$ cat src/rtl/susp_wake_ctrl.sv
module susp_wake_ctrl #(
  parameter int IDLE_TICKS   = 36000,
  parameter int RESUME_TICKS = 120000
) (
  input  logic clk,
  input  logic rst_n,
  input  logic tick,
  input  logic line_idle,
  input  logic line_resume,
  input  logic line_reset,
  input  logic wake_pin,
  input  logic fw_wake,
  input  logic susp_ie,
  input  logic susp_clr,
  output logic suspended,
  output logic susp_status,
  output logic irq,
  output logic wake_src,
  output logic resume_drive
);
  localparam int IW = $clog2(IDLE_TICKS + 1);
  localparam int RW = $clog2(RESUME_TICKS + 1);

  logic [IW-1:0] idle_cnt;
  logic [RW-1:0] res_cnt;

  wire host_wake = line_resume | line_reset;
  wire any_wake  = host_wake | wake_pin | fw_wake;
  wire enter     = !suspended && tick && line_idle && idle_cnt == IW'(IDLE_TICKS - 1);
  wire leave     = suspended && any_wake;
  wire pin_win   = leave && wake_pin && !host_wake;

  assign irq = susp_status & susp_ie;

  always_ff @(posedge clk or negedge rst_n)
    if (!rst_n)                                 idle_cnt <= '0;
    else if (suspended || !line_idle || enter)  idle_cnt <= '0;
    else if (tick)                              idle_cnt <= idle_cnt + 1'b1;

  always_ff @(posedge clk or negedge rst_n)
    if (!rst_n)      suspended <= 1'b0;
    else if (enter)  suspended <= 1'b1;
    else if (leave)  suspended <= 1'b0;

  always_ff @(posedge clk or negedge rst_n)
    if (!rst_n)         susp_status <= 1'b0;
    else if (enter)     susp_status <= 1'b1;
    else if (susp_clr)  susp_status <= 1'b0;

  always_ff @(posedge clk or negedge rst_n)
    if (!rst_n)      wake_src <= 1'b0;
    else if (leave)  wake_src <= pin_win;

  always_ff @(posedge clk or negedge rst_n)
    if (!rst_n) begin
      resume_drive <= 1'b0;
      res_cnt      <= '0;
    end else if (pin_win) begin
      resume_drive <= 1'b1;
      res_cnt      <= '0;
    end else if (resume_drive && tick) begin
      if (res_cnt == RW'(RESUME_TICKS - 1)) resume_drive <= 1'b0;
      else                                  res_cnt <= res_cnt + 1'b1;
    end

  a_r2_entry_needs_idle_tick: assert property (@(posedge clk) disable iff (!rst_n)
    $rose(suspended) |-> $past(line_idle) && $past(tick));

  a_r3_status_set_on_entry: assert property (@(posedge clk) disable iff (!rst_n)
    $rose(susp_status) |-> $rose(suspended));

  a_r5_exit_needs_event: assert property (@(posedge clk) disable iff (!rst_n)
    $fell(suspended) |-> $past(line_resume || line_reset || wake_pin || fw_wake));

  a_r6_src_changes_on_wake: assert property (@(posedge clk) disable iff (!rst_n)
    !$stable(wake_src) |-> $fell(suspended));

  a_r7_drive_from_pin_only: assert property (@(posedge clk) disable iff (!rst_n)
    $rose(resume_drive) |-> $past(wake_pin) && !$past(line_resume) && !$past(line_reset) && wake_src);

  a_r8_no_drive_while_awake: assert property (@(posedge clk) disable iff (!rst_n)
    !$past(suspended) |-> !$rose(resume_drive));
endmodule

$ cat config.mk
export PLATFORM = sky130hd
export DESIGN_NAME = susp_wake_ctrl
export DESIGN_NICKNAME = d
export VERILOG_FILES = /design/src/rtl/susp_wake_ctrl.sv
export SDC_FILE = /design/constraint.sdc
export NUM_CORES = 1
export LEC_CHECK = 0
export ABC_AREA = 1
export BUFFER_PORTS_ARGS = -buffer_cell sky130_fd_sc_hd__buf_2
export CELL_PAD_IN_SITES_DETAIL_PLACEMENT = 2
export CELL_PAD_IN_SITES_GLOBAL_PLACEMENT = 2
export CORE_UTILIZATION = 30
export DETAILED_ROUTE_END_ITERATION = 10
export PLACE_DENSITY_LB_ADDON = 0.2
export SLEW_MARGIN = 20
export SYNTH_ARGS = -nofsm -noshare
export SYNTH_HDL_FRONTEND = slang
export SYNTH_SLANG_ARGS = --single-unit
$ cat constraint.sdc
create_clock -name clk -period 2 [get_ports clk]
set_clock_uncertainty 0.2 [all_clocks]
set_input_delay 0 -clock clk [delete_from_list [all_inputs] [get_ports clk]]
set_output_delay 0 -clock clk [all_outputs]
set_load 0.05 [all_outputs]
* Word-level counts from Yosys, hierarchy flattened
Cells that the tools add are included.
** Storage, ports and cells
- Flip-flop bits (word level) :: 37
- Bits of input ports :: 10
** Cells by class
- $add $sub $neg :: 2
- Eq/ne operators :: 3
- Multiplexer cells :: 12
- Bitwise logic cells :: 4
- Reduce and logical (&&, ||, !) cells :: 19
** Operator list (number)
- 17-bit two-way mux :: 3
- 16-bit two-way mux :: 2
- 17-bit by 1-bit adder with 17-bit output (second input constant) :: 1
- 17-bit equality test (second input constant) :: 1
- 16-bit by 1-bit adder with 16-bit output (second input constant) :: 1
- 16-bit equality test (second input constant) :: 1
- 2-bit nonzero test :: 5
- 1-bit logical AND :: 7
- 1-bit two-way mux :: 7
- 2-bit AND reduction :: 2
- 1-bit zero test :: 3
- 1-bit bitwise OR :: 3
- 1-bit logical OR :: 2
- 2-bit inequality test (second input constant) :: 1
- 1-bit bitwise AND :: 1

* Logic depth before layout (Yosys ltp)
Gate-level depths: netlist of the first run.
- Word-level depth :: 8
- Gate-level depth with buffers :: 10
- Gate-level depth less buffers :: 9

* Least setup slack after synthesis of the first run
No wires, ideal clock.
- Path kind :: register to register
- Start :: register suspended
- End :: register idle_cnt[10]
- Arrival :: 1.429 ns
- Slack :: 0.253 ns
- Cell stages (with the launch flop) :: 8
- Path buffers :: 1
- Clock period less this slack :: 1.747 ns
- Path through :: dfrtp_1 > nor2_1 > nand3_1 > nor2_1 > nand3_1 > nand2_2 > buf_6 > nor2_1
** Between the ends
- Cells in the longest elaborated chain, start to end :: 6
** RTL lines
- from (decl) :: RTL line 15 : output logic suspended,
- from (signal assigned) :: RTL line 41 : if (!rst_n) suspended <= 1'b0;
- from (signal assigned) :: RTL line 42 : else if (enter) suspended <= 1'b1;
- from (signal assigned) :: RTL line 43 : else if (leave) suspended <= 1'b0;
- 1-bit zero test :: RTL line 29 : wire enter = !suspended && tick && line_idle && idle_cnt == IW'(IDLE_TICKS - 1);
- 1-bit logical AND (3 in a row) :: RTL line 29
- 1-bit logical OR (*) :: RTL line 37 : else if (suspended || !line_idle || enter) idle_cnt <= '0;
- 16-bit two-way mux or 2-bit nonzero test (tied branches)
- to (signal assigned) :: RTL line 38 : else if (tick) idle_cnt <= idle_cnt + 1'b1;
- to (decl) :: RTL line 24 : logic [IW-1:0] idle_cnt;
Every way passes the cells marked *; elsewhere a longest branch is shown, timed or not.
A chain may end at the register's enable or synchronous reset.

==> results of run 1 <==
-- power groups by stage --
stage / clock network (W) / logic, W / registers, W
floorplan: 0 / 0.0000220 / 0.000770
global placement: 0 / 0.0000562 / 0.000770
detailed placement: 0 / 0.0000591 / 0.000771
CTS: 0.000585 / 0.0000748 / 0.000756
global route: 0.000610 / 0.0000832 / 0.000757
finish: 0.000552 / 0.0000739 / 0.000756
-- timing repair --
item / CTS / global route
setup endpoints to repair: 0 / 24
hold buffers: 10 / 0
resized for setup: 0 / 2
endpoints found under the hold margin: 44 / 0
-- worst max-delay path, stage by stage --
cell and delay, ns:
dlygate4sd3_1 0.53, dlygate4sd3_1 0.55, buf_2 0.39, dlygate4sd3_1 0.69
-- flip-flops by register name, summed over array words and instances, names as in the netlist --
name	cells
suspended	1
idle_cnt	16
res_cnt	17
susp_status	1
wake_src	1
resume_drive	1
-- kinds of logic after synthesis --
| kind of cell | after synthesis | share of synthesized area, % |
|---|---|---|
| adder cells (fa/ha/maj) | 2 | 1.11 |
| AO/OA/AOI/OAI | 10 | 2.45 |
| flip-flops | 37 | 41.1 |
| buffers and inverters | 40 | 7.67 |
| XOR/XNOR | 17 | 6.62 |
| AND/OR/NAND/NOR | 215 | 41.0 |
-- final timing paths --
path,start,endpoint,slack (ns),depth (start not counted)
min in group asynchronous,rst_n,idle_cnt[3]$_DFFE_PN0P_,0.54,3
min reg2reg,wake_src$_DFFE_PN0P_,wake_src$_DFFE_PN0P_,0.27,2
max reg2reg,idle_cnt[0]$_DFFE_PN0P_,idle_cnt[1]$_DFFE_PN0P_,0.16,6
max in group clk,idle_cnt[0]$_DFFE_PN0P_,idle_cnt[1]$_DFFE_PN0P_,0.16,6
max,rst_n,resume_drive$_DFFE_PN0P_,0.15,4
min,wake_pin,wake_src$_DFFE_PN0P_,0.04,4
-- stage by stage --
step	hold WS, ns	instance area, um2	worst slack (ns)	instances
2_1_floorplan	-0.496	2250	0.253	321
3_3_place_gp	-0.215	2450	0.121	432
3_5_place_dp	-0.218	2450	0.0622	432
4_1_cts	0.0273	2630	0.0423	449
5_1_grt	0.0633	2640	0.00243	449
6_report	0.0358	2640	0.148	449
-- cells in the mapped netlist --
cell,number,area share [%]
nand2_1,91,15
nor3_1,5,1.1
nand2_2,3,0.83
dfrtp_1,37,41
inv_1,32,5.3
xor2_1,15,5.8
nand3_1,45,10
a21oi_1,5,1.1
nor2_2,4,1.1
clkinv_1,1,0.17
o21ai_0,3,0.67
buf_6,3,1.5
and2_1,1,0.28
nor2_1,58,9.7
a31oi_1,1,0.28
nand3_2,2,0.89
clkbuf_1,4,0.67
o2bb2ai_1,1,0.39
nand4_1,4,1.1
ha_1,2,1.1
nand2_4,1,0.50
xnor2_1,2,0.78
nor3b_1,1,0.33
-- layer usage --
layer  vias to the layer above  routed length, um  global-route usage (%)
met4                         0                 60                    3.96
li1                       1062                  -                       -
met2                        19               3750                    38.3
met5                         -                  0                       0
met1                      1062               2930                    22.1
met3                         6                110                    2.52
-- area by class of cell --
type	instances	area share (%)
repair buffers	29	8.33
clock buffers	7	3.27
multi-input cells	244	44.0
inverters	33	4.69
well taps	99	4.69
flip-flops and latches	37	35.0
==> run_results.csv, run 1 <==
group,metric,value,unit
floorplanning,num_rows,31,
cells_and_area,drive_above_1_share,10.0,%
power_and_ir_drop,p_int,0.00106,W
sta,period_share,92.6,%
floorplanning,die_x,88.6,um
run,max-cap-violations,0,
logic_synthesis,ys_seq_area_share,41.1,%
route,antenna_left,0,
logic_synthesis,synth.avg_cell_area,7.01,um2
logic_synthesis,synth.yosys.warnings,0,
sta,rsz0062_at_grt,"false",
worst_setup_path,crit_type,"in2async",
worst_setup_path,cp.arrival,2.16,ns
power_and_ir_drop,clockPowerShare,40.0,%
power_and_ir_drop,p_leak,1.35,nW
clock_network,htree_levels,2,
cells_and_area,seqCellArea,926,um2
outcome,status,"completed",
cells_and_area,final_common_cell,"nand2_1",
cells_and_area,multiInputGateArea,1160,um2
route,drt-pass1-iter-count,4,
clock_network,cts_root_buf,"clkbuf_8",
grt,grt_pass1_vias,2366,
clock_network,cts_tree,"done",
grt,grtUsageTotal,19.4,%
grt,grt_pass1_wl,11.5,mm
floorplanning,die_area,7850,um2
clock_network,insertion_delay,0.29,ns
logic_synthesis,netlist_area,2250,um2
logic_synthesis,yosysUniqueCellTypes,23,
power_and_ir_drop,p_per_area,523,nW/um2
route,wirelength,6.85,mm
logic_synthesis,synth_fp_nets,333,
place,place.gp.congestion,0.816,
min_path,hold_class,"in2reg",
sta,finalSetupTns,0,ns
clock_network,clkSinkCount,37,
clock_network,postCtsSetupRepairBufs,0,
floorplanning,start_util,31.0,%
sta,slew_viol_final,0,
grt,grt-ovfl-total,0,
clock_network,clk_path_buf_depth,2,
floorplanning,ios,15,
route,vias,2149,
worst_setup_path,critPathMaxFanout,19,
place,post-dp-hpwl,5.03,mm
sta,finalHoldViolCount,0,
grt,grt_start_max_net_pins,33,
route,wl_per_cell,15.2,um
sta,worstMarginPinSlew,0.436,ns
sta,fmax,540,MHz
worst_setup_path,required,2.30,ns
cells_and_area,fin_util,36.4,%
route,drc,0,
cells_and_area,final_cell_mix,"nand2_1, nor2_1, nand3_1",
floorplanning,core_area,7250,um2
cells_and_area,n_antenna_cell,0,
clock_network,path_clk_slew,0.08,ns
power_and_ir_drop,irDropWorstVdd,0.224,mV
sta,relSlewSlack,70.9,%
power_and_ir_drop,switching_share,23.5,%
logic_synthesis,ys_ff_latch,37,
power_and_ir_drop,pwr-share-seq,54.7,%
cells_and_area,area_growth,17.4,%
power_and_ir_drop,switching_power,0.000325,W
cells_and_area,nNetsFinal,362,
worst_setup_path,critical_path.startpoint_type,"input pin",
route,drt_iter0_markers,43,
grt,antenna_found_initial,0,
clock_network,cts_buffers,5,
place,io_buffers,14,
power_and_ir_drop,p_comb_share,5.3,%
sta,setup_viol,0,
worst_setup_path,end_kind,"async pin",
route,via_per_inst,4.79,
sta,fin_crit,1.85,ns
power_and_ir_drop,report.power.total,0.00138,W
cells_and_area,fillCellCount,897,
logic_synthesis,synth_cells,321,
floorplanning,fp.dieH,88.6,um
No activity file was read; power rests on OpenSTA's default activity.
==> inputs of run 2 (changes only) <==
CAP_MARGIN = 20   (was not set)
CORE_MARGIN = 10   (was not set)
==> run_results.csv, run 2 (synthesized netlist as in run 1, its figures left out) <==
group,metric,value,unit
outcome,status,"completed",
sta,slew_viol_final,0,
clock_network,htree_levels,2,
place,post-dp-hpwl,4.95,mm
grt,grt_pass1_vias,2311,
grt,use_met3,2.51,%
grt,antenna_found_initial,0,
sta,fmax,554,MHz
worst_setup_path,required,1.98,ns
route,via_per_inst,4.76,
run,max-cap-violations,0,
power_and_ir_drop,clockPowerShare,38.6,%
cells_and_area,top_register,"res_cnt",
cells_and_area,layout.cells.non_filler,449,
clock_network,cts_tree,"done",
grt,grt_pass1_wl,11.6,mm
route,drt_iter0_markers,62,
clock_network,postCtsSetupRepairBufs,0,
route,antenna_left,0,
grt,grt.busiest_layer,"met2",
power_and_ir_drop,p_int,0.00102,W
worst_setup_path,crit_type,"reg2reg",
floorplanning,num_rows,31,
sta,rsz0062_at_grt,"false",
cells_and_area,largest_registers,"res_cnt x17, idle_cnt x16",
cells_and_area,final_common_cell,"nand2_1",
cells_and_area,area_growth,17.5,%
worst_setup_path,critPathMaxFanout,18,
power_and_ir_drop,switching_power,0.000324,W
cells_and_area,largest_reg_flops,17,
clock_network,clkSinkCount,37,
grt,grt-ovfl-total,0,
sta,relSlewSlack,65.5,%
grt,met1_usage,14.3,%
min_path,hold_start,"wake_pin",
sta,setup_viol,0,
clock_network,insertion_delay,0.29,ns
route,drc,0,
power_and_ir_drop,switching_share,24.0,%
floorplanning,ios,15,
cells_and_area,nNetsFinal,361,
min_path,hold_class,"in2reg",
floorplanning,fp.dieH,107,um
route,drt-pass1-iter-count,4,
power_and_ir_drop,report.power.total,0.00135,W
worst_setup_path,critical_path.startpoint_type,"register",
clock_network,clk_path_buf_depth,2,
grt,grt_use_met2,22.7,%
power_and_ir_drop,irDropWorstVdd,0.231,mV
worst_setup_path,startpoint,"res_cnt[0]$_DFFE_PN0P_",
route,vias,2138,
cells_and_area,drive_above_1_share,11.4,%
power_and_ir_drop,p_per_area,509,nW/um2
floorplanning,start_util,30.9,%
sta,worstMarginPinSlew,0.517,ns
place,dp_cells,432,
worst_setup_path,end_kind,"register",
route,wirelength,6.77,mm
power_and_ir_drop,p_comb_share,5.2,%
worst_setup_path,cp.arrival,1.79,ns
clock_network,path_clk_slew,0.08,ns
cells_and_area,n_antenna_cell,0,
floorplanning,die_x,107,um
route,wl_per_cell,15.1,um
grt,grtUsageTotal,12.4,%
sta,finalSetupTns,0,ns
cells_and_area,final_cell_mix,"nand2_1, nor2_1, nand3_1",
place,io_buffers,14,
worst_setup_path,r2r_start,"res_cnt[0]$_DFFE_PN0P_",
cells_and_area,fin_util,36.3,%
clock_network,cts_root_buf,"clkbuf_8",
power_and_ir_drop,pwr-share-seq,56.2,%
floorplanning,core_area,7290,um2
clock_network,cts_buffers,5,
grt,grt_start_max_net_pins,38,
sta,fin_crit,1.81,ns
sta,finalHoldViolCount,0,
sta,timing.hold.ws,0.0324,ns
sta,period_share,90.3,%
power_and_ir_drop,p_leak,1.34,nW
place,place.gp.congestion,0.785,
floorplanning,die_area,11400,um2
==> run 2: final timing paths <==
check                           slack (ns)                      end  cells after the start
worst max register to register        0.19  res_cnt[14]$_DFFE_PN0P_                      8
min in group asynchronous             0.11  idle_cnt[3]$_DFFE_PN0P_                      3
worst min register to register        0.28     wake_src$_DFFE_PN0P_                      2
worst max-delay path                  0.19  res_cnt[14]$_DFFE_PN0P_                      8
worst min-delay path                  0.03     wake_src$_DFFE_PN0P_                      4
max in group asynchronous             1.13   res_cnt[4]$_DFFE_PN0P_                      3
==> run 2: metal layers <==
layer | up-vias | wire [um]
met4 | 0 | 63
met5 | - | 0
met2 | 19 | 3560
met3 | 5 | 136
met1 | 1054 | 3010
li1 | 1060 | -
==> run 2: timing repair <==
action                     in CTS  in global routing
hold endpoints to repair       44                  0
setup endpoints to repair       0                 31
hold buffers                    8                  0
gates resized for setup         0                  6
==> run 2: area by class of cell <==
| type | instances | area, um2 |
|---|---|---|
| Fill cell | 926 | 4650 |
| Multi-Input combinational cell | 245 | 1190 |
| Sequential cell | 37 | 926 |
| Timing Repair Buffer | 27 | 200 |
| Inverter | 33 | 124 |
| Tap cell | 99 | 124 |
| Clock buffer | 6 | 72.6 |
| Clock inverter | 2 | 10.0 |
==> run 2: power by group through the flow <==
stage	clock, W	combinational, W	sequential [W]
after detailed placement	0	0.0000587	0.000771
final	0.000520	0.0000701	0.000756
after global placement	0	0.0000561	0.000770
after floorplan	0	0.0000220	0.000770
after CTS	0.000552	0.0000711	0.000756
after global routing	0.000579	0.0000792	0.000757
==> run 2: critical path: stages (launching register included) <==
cell and delay (ns):
dfrtp_1 0.40, ha_2 0.22, nand3_2 0.15, nor2_2 0.15, nand3_2 0.14, nand2_8 0.17, nand2_4 0.12, nand2_1 0.09
nand2_1 0.05
==> run 2: through the flow <==
step	setup WS (ns)	cell area (um2)
2_1_floorplan	0.253	2250
3_3_place_gp	0.124	2450
3_5_place_dp	0.0433	2450
4_1_cts	0.0341	2610
5_1_grt	0.00705	2640
6_report	0.194	2640
==> inputs of run 3 (changes only) <==
clock period = 1.5 ns   (was 2 ns; I/O delays follow)
==> run_results.csv, run 3 (synthesized netlist as in run 1, its figures left out) <==
group,metric,value,unit
place,place.gp.congestion,0.789,
worst_setup_path,cp.arrival,1.85,ns
route,antenna_left,0,
clock_network,cts_root_buf,"clkbuf_8",
power_and_ir_drop,p_per_area,589,nW/um2
worst_setup_path,critical_path.startpoint_type,"register",
worst_setup_path,setup.worst_path.end,"idle_cnt[5]$_DFFE_PN0P_",
cells_and_area,n_antenna_cell,0,
floorplanning,num_rows,31,
floorplanning,ios,15,
route,via_per_inst,5.16,
route,drc,0,
grt,grtUsageTotal,17.5,%
cells_and_area,fillCellCount,813,
grt,grt_start_max_net_pins,38,
grt,antenna_found_initial,0,
route,vias,2690,
sta,fin_crit,1.84,ns
worst_setup_path,critPathMaxFanout,8,
cells_and_area,multiInputGateArea,1610,um2
worst_setup_path,rrSetupSlack,-0.34,ns
grt,grt_pass1_vias,2883,
place,io_buffers,14,
route,wirelength,12.7,mm
grt,grt-ovfl-total,0,
worst_setup_path,r2r_start,"idle_cnt[5]$_DFFE_PN0P_",
cells_and_area,top_register,"res_cnt",
place,place_ws,-0.256,ns
sta,worstMarginPinSlew,0.387,ns
power_and_ir_drop,p_leak,1.78,nW
sta,finalSetupTns,-8.49,ns
sta,fin_ws,-0.336,ns
floorplanning,start_util,30.9,%
clock_network,htree_levels,2,
cells_and_area,largest_registers,"res_cnt x17, idle_cnt x16",
sta,finalHoldViolCount,10,
worst_setup_path,startpoint,"idle_cnt[5]$_DFFE_PN0P_",
clock_network,clkSinkCount,37,
min_path,hold_class,"in2async",
cells_and_area,largest_reg_flops,17,
route,drt-pass1-iter-count,4,
cells_and_area,layout.cells.non_filler,521,
sta,setup_viol,36,
cells_and_area,final_cell_mix,"nand2_1, buf_4, nand3_1",
cells_and_area,seqCellArea,940,um2
worst_setup_path,regToRegEndpoint,"idle_cnt[5]$_DFFE_PN0P_",
cells_and_area,drive_above_1_share,46.0,%
clock_network,insertion_delay,0.33,ns
route,drt_iter0_markers,141,
worst_setup_path,reg2regPathDepth,6,
sta,fmax,545,MHz
outcome,failed_checks,"negative hold slack, negative setup slack",
sta,rsz0062_at_grt,"true",
worst_setup_path,crit_type,"reg2reg",
clock_network,cts_tree,"done",
cells_and_area,final_common_cell,"nand2_1",
clock_network,path_clk_slew,0.10,ns
sta,relSlewSlack,74.0,%
clock_network,cts_buffers,5,
power_and_ir_drop,irDropWorstVdd,0.501,mV
sta,slew_viol_final,0,
clock_network,clk_path_buf_depth,2,
place,post-dp-hpwl,6.14,mm
worst_setup_path,required,1.52,ns
place,dp_cells,483,
floorplanning,fp.dieH,107,um
outcome,status,"finished with violations",
sta,period_share,122,%
route,wl_per_cell,24.3,um
sta,timing.hold.ws,-0.00436,ns
grt,grt_pass1_wl,15.5,mm
floorplanning,core_area,7290,um2
power_and_ir_drop,report.power.total,0.00220,W
floorplanning,die_x,107,um
worst_setup_path,end_kind,"register",
run,max-cap-violations,0,
floorplanning,die_area,11400,um2
cells_and_area,nNetsFinal,433,
cells_and_area,area_growth,65.6,%
run 3: repair_timing:
| item | CTS | global route |
|---|---|---|
| hold buffers | 8 | 0 |
| endpoints found under the hold margin | 44 | 0 |
| pin swaps | 19 | 17 |
| resized for setup | 57 | 59 |
| buffers inserted | 5 | 17 |
| setup endpoints to repair | 36 | 36 |
run 3: routing by layer:
layer / vias up / track usage, % / part of all wire, %
li1: 1205 / - / -
met1: 1376 / 17.9 / 39
met2: 74 / 33.9 / 55
met3: 35 / 3.23 / 3.2
met4: 0 / 6.96 / 3.6
met5: - / 0 / 0
run 3: report_power, final:
group          internal (W)  total, W  switching, W
Combinational     0.0000746  0.000168     0.0000929
Sequential          0.00100   0.00101     0.0000114
Clock              0.000542   0.00102      0.000473
Total               0.00162   0.00220      0.000578
run 3: metrics by stage:
step / utilization [%] / hold WS (ns) / cell area [um2]
after floorplan: - / -0.496 / 2290
after global placement: 39.8 / -0.212 / 2900
after detailed placement: 39.8 / -0.208 / 2900
after CTS: 46.1 / 0.00610 / 3360
after global routing: 51.1 / 0.0276 / 3730
final: 51.1 / -0.00436 / 3730
run 3: critical path: stages (launching register included):
cell     delay, ns
dfrtp_1       0.45
buf_4         0.17
nor3_1        0.34
nand3_2       0.20
nand2_4       0.14
buf_12        0.16
nor2_2        0.05
run 3: area by class of cell:
type / instances / share of cell area, %
flip-flops and latches: 37 / 25.2
inverters: 33 / 3.32
repair buffers: 100 / 21.7
multi-input cells: 244 / 43.3
clock buffers: 6 / 2.22
clock inverters: 2 / 1.01
well taps: 99 / 3.32
run 3: worst min-delay path by stage:
stage                                to  slack (ns)  cells past startpoint
2_1_floorplan   idle_cnt[0]$_DFFE_PN0P_       -0.50                      0
3_3_place_gp    idle_cnt[3]$_DFFE_PN0P_       -0.21                      2
3_5_place_dp    idle_cnt[3]$_DFFE_PN0P_       -0.21                      2
4_1_cts         idle_cnt[3]$_DFFE_PN0P_       0.006                      3
5_1_grt        idle_cnt[15]$_DFFE_PN0P_        0.03                      3
6_report       idle_cnt[15]$_DFFE_PN0P_      -0.004                      3
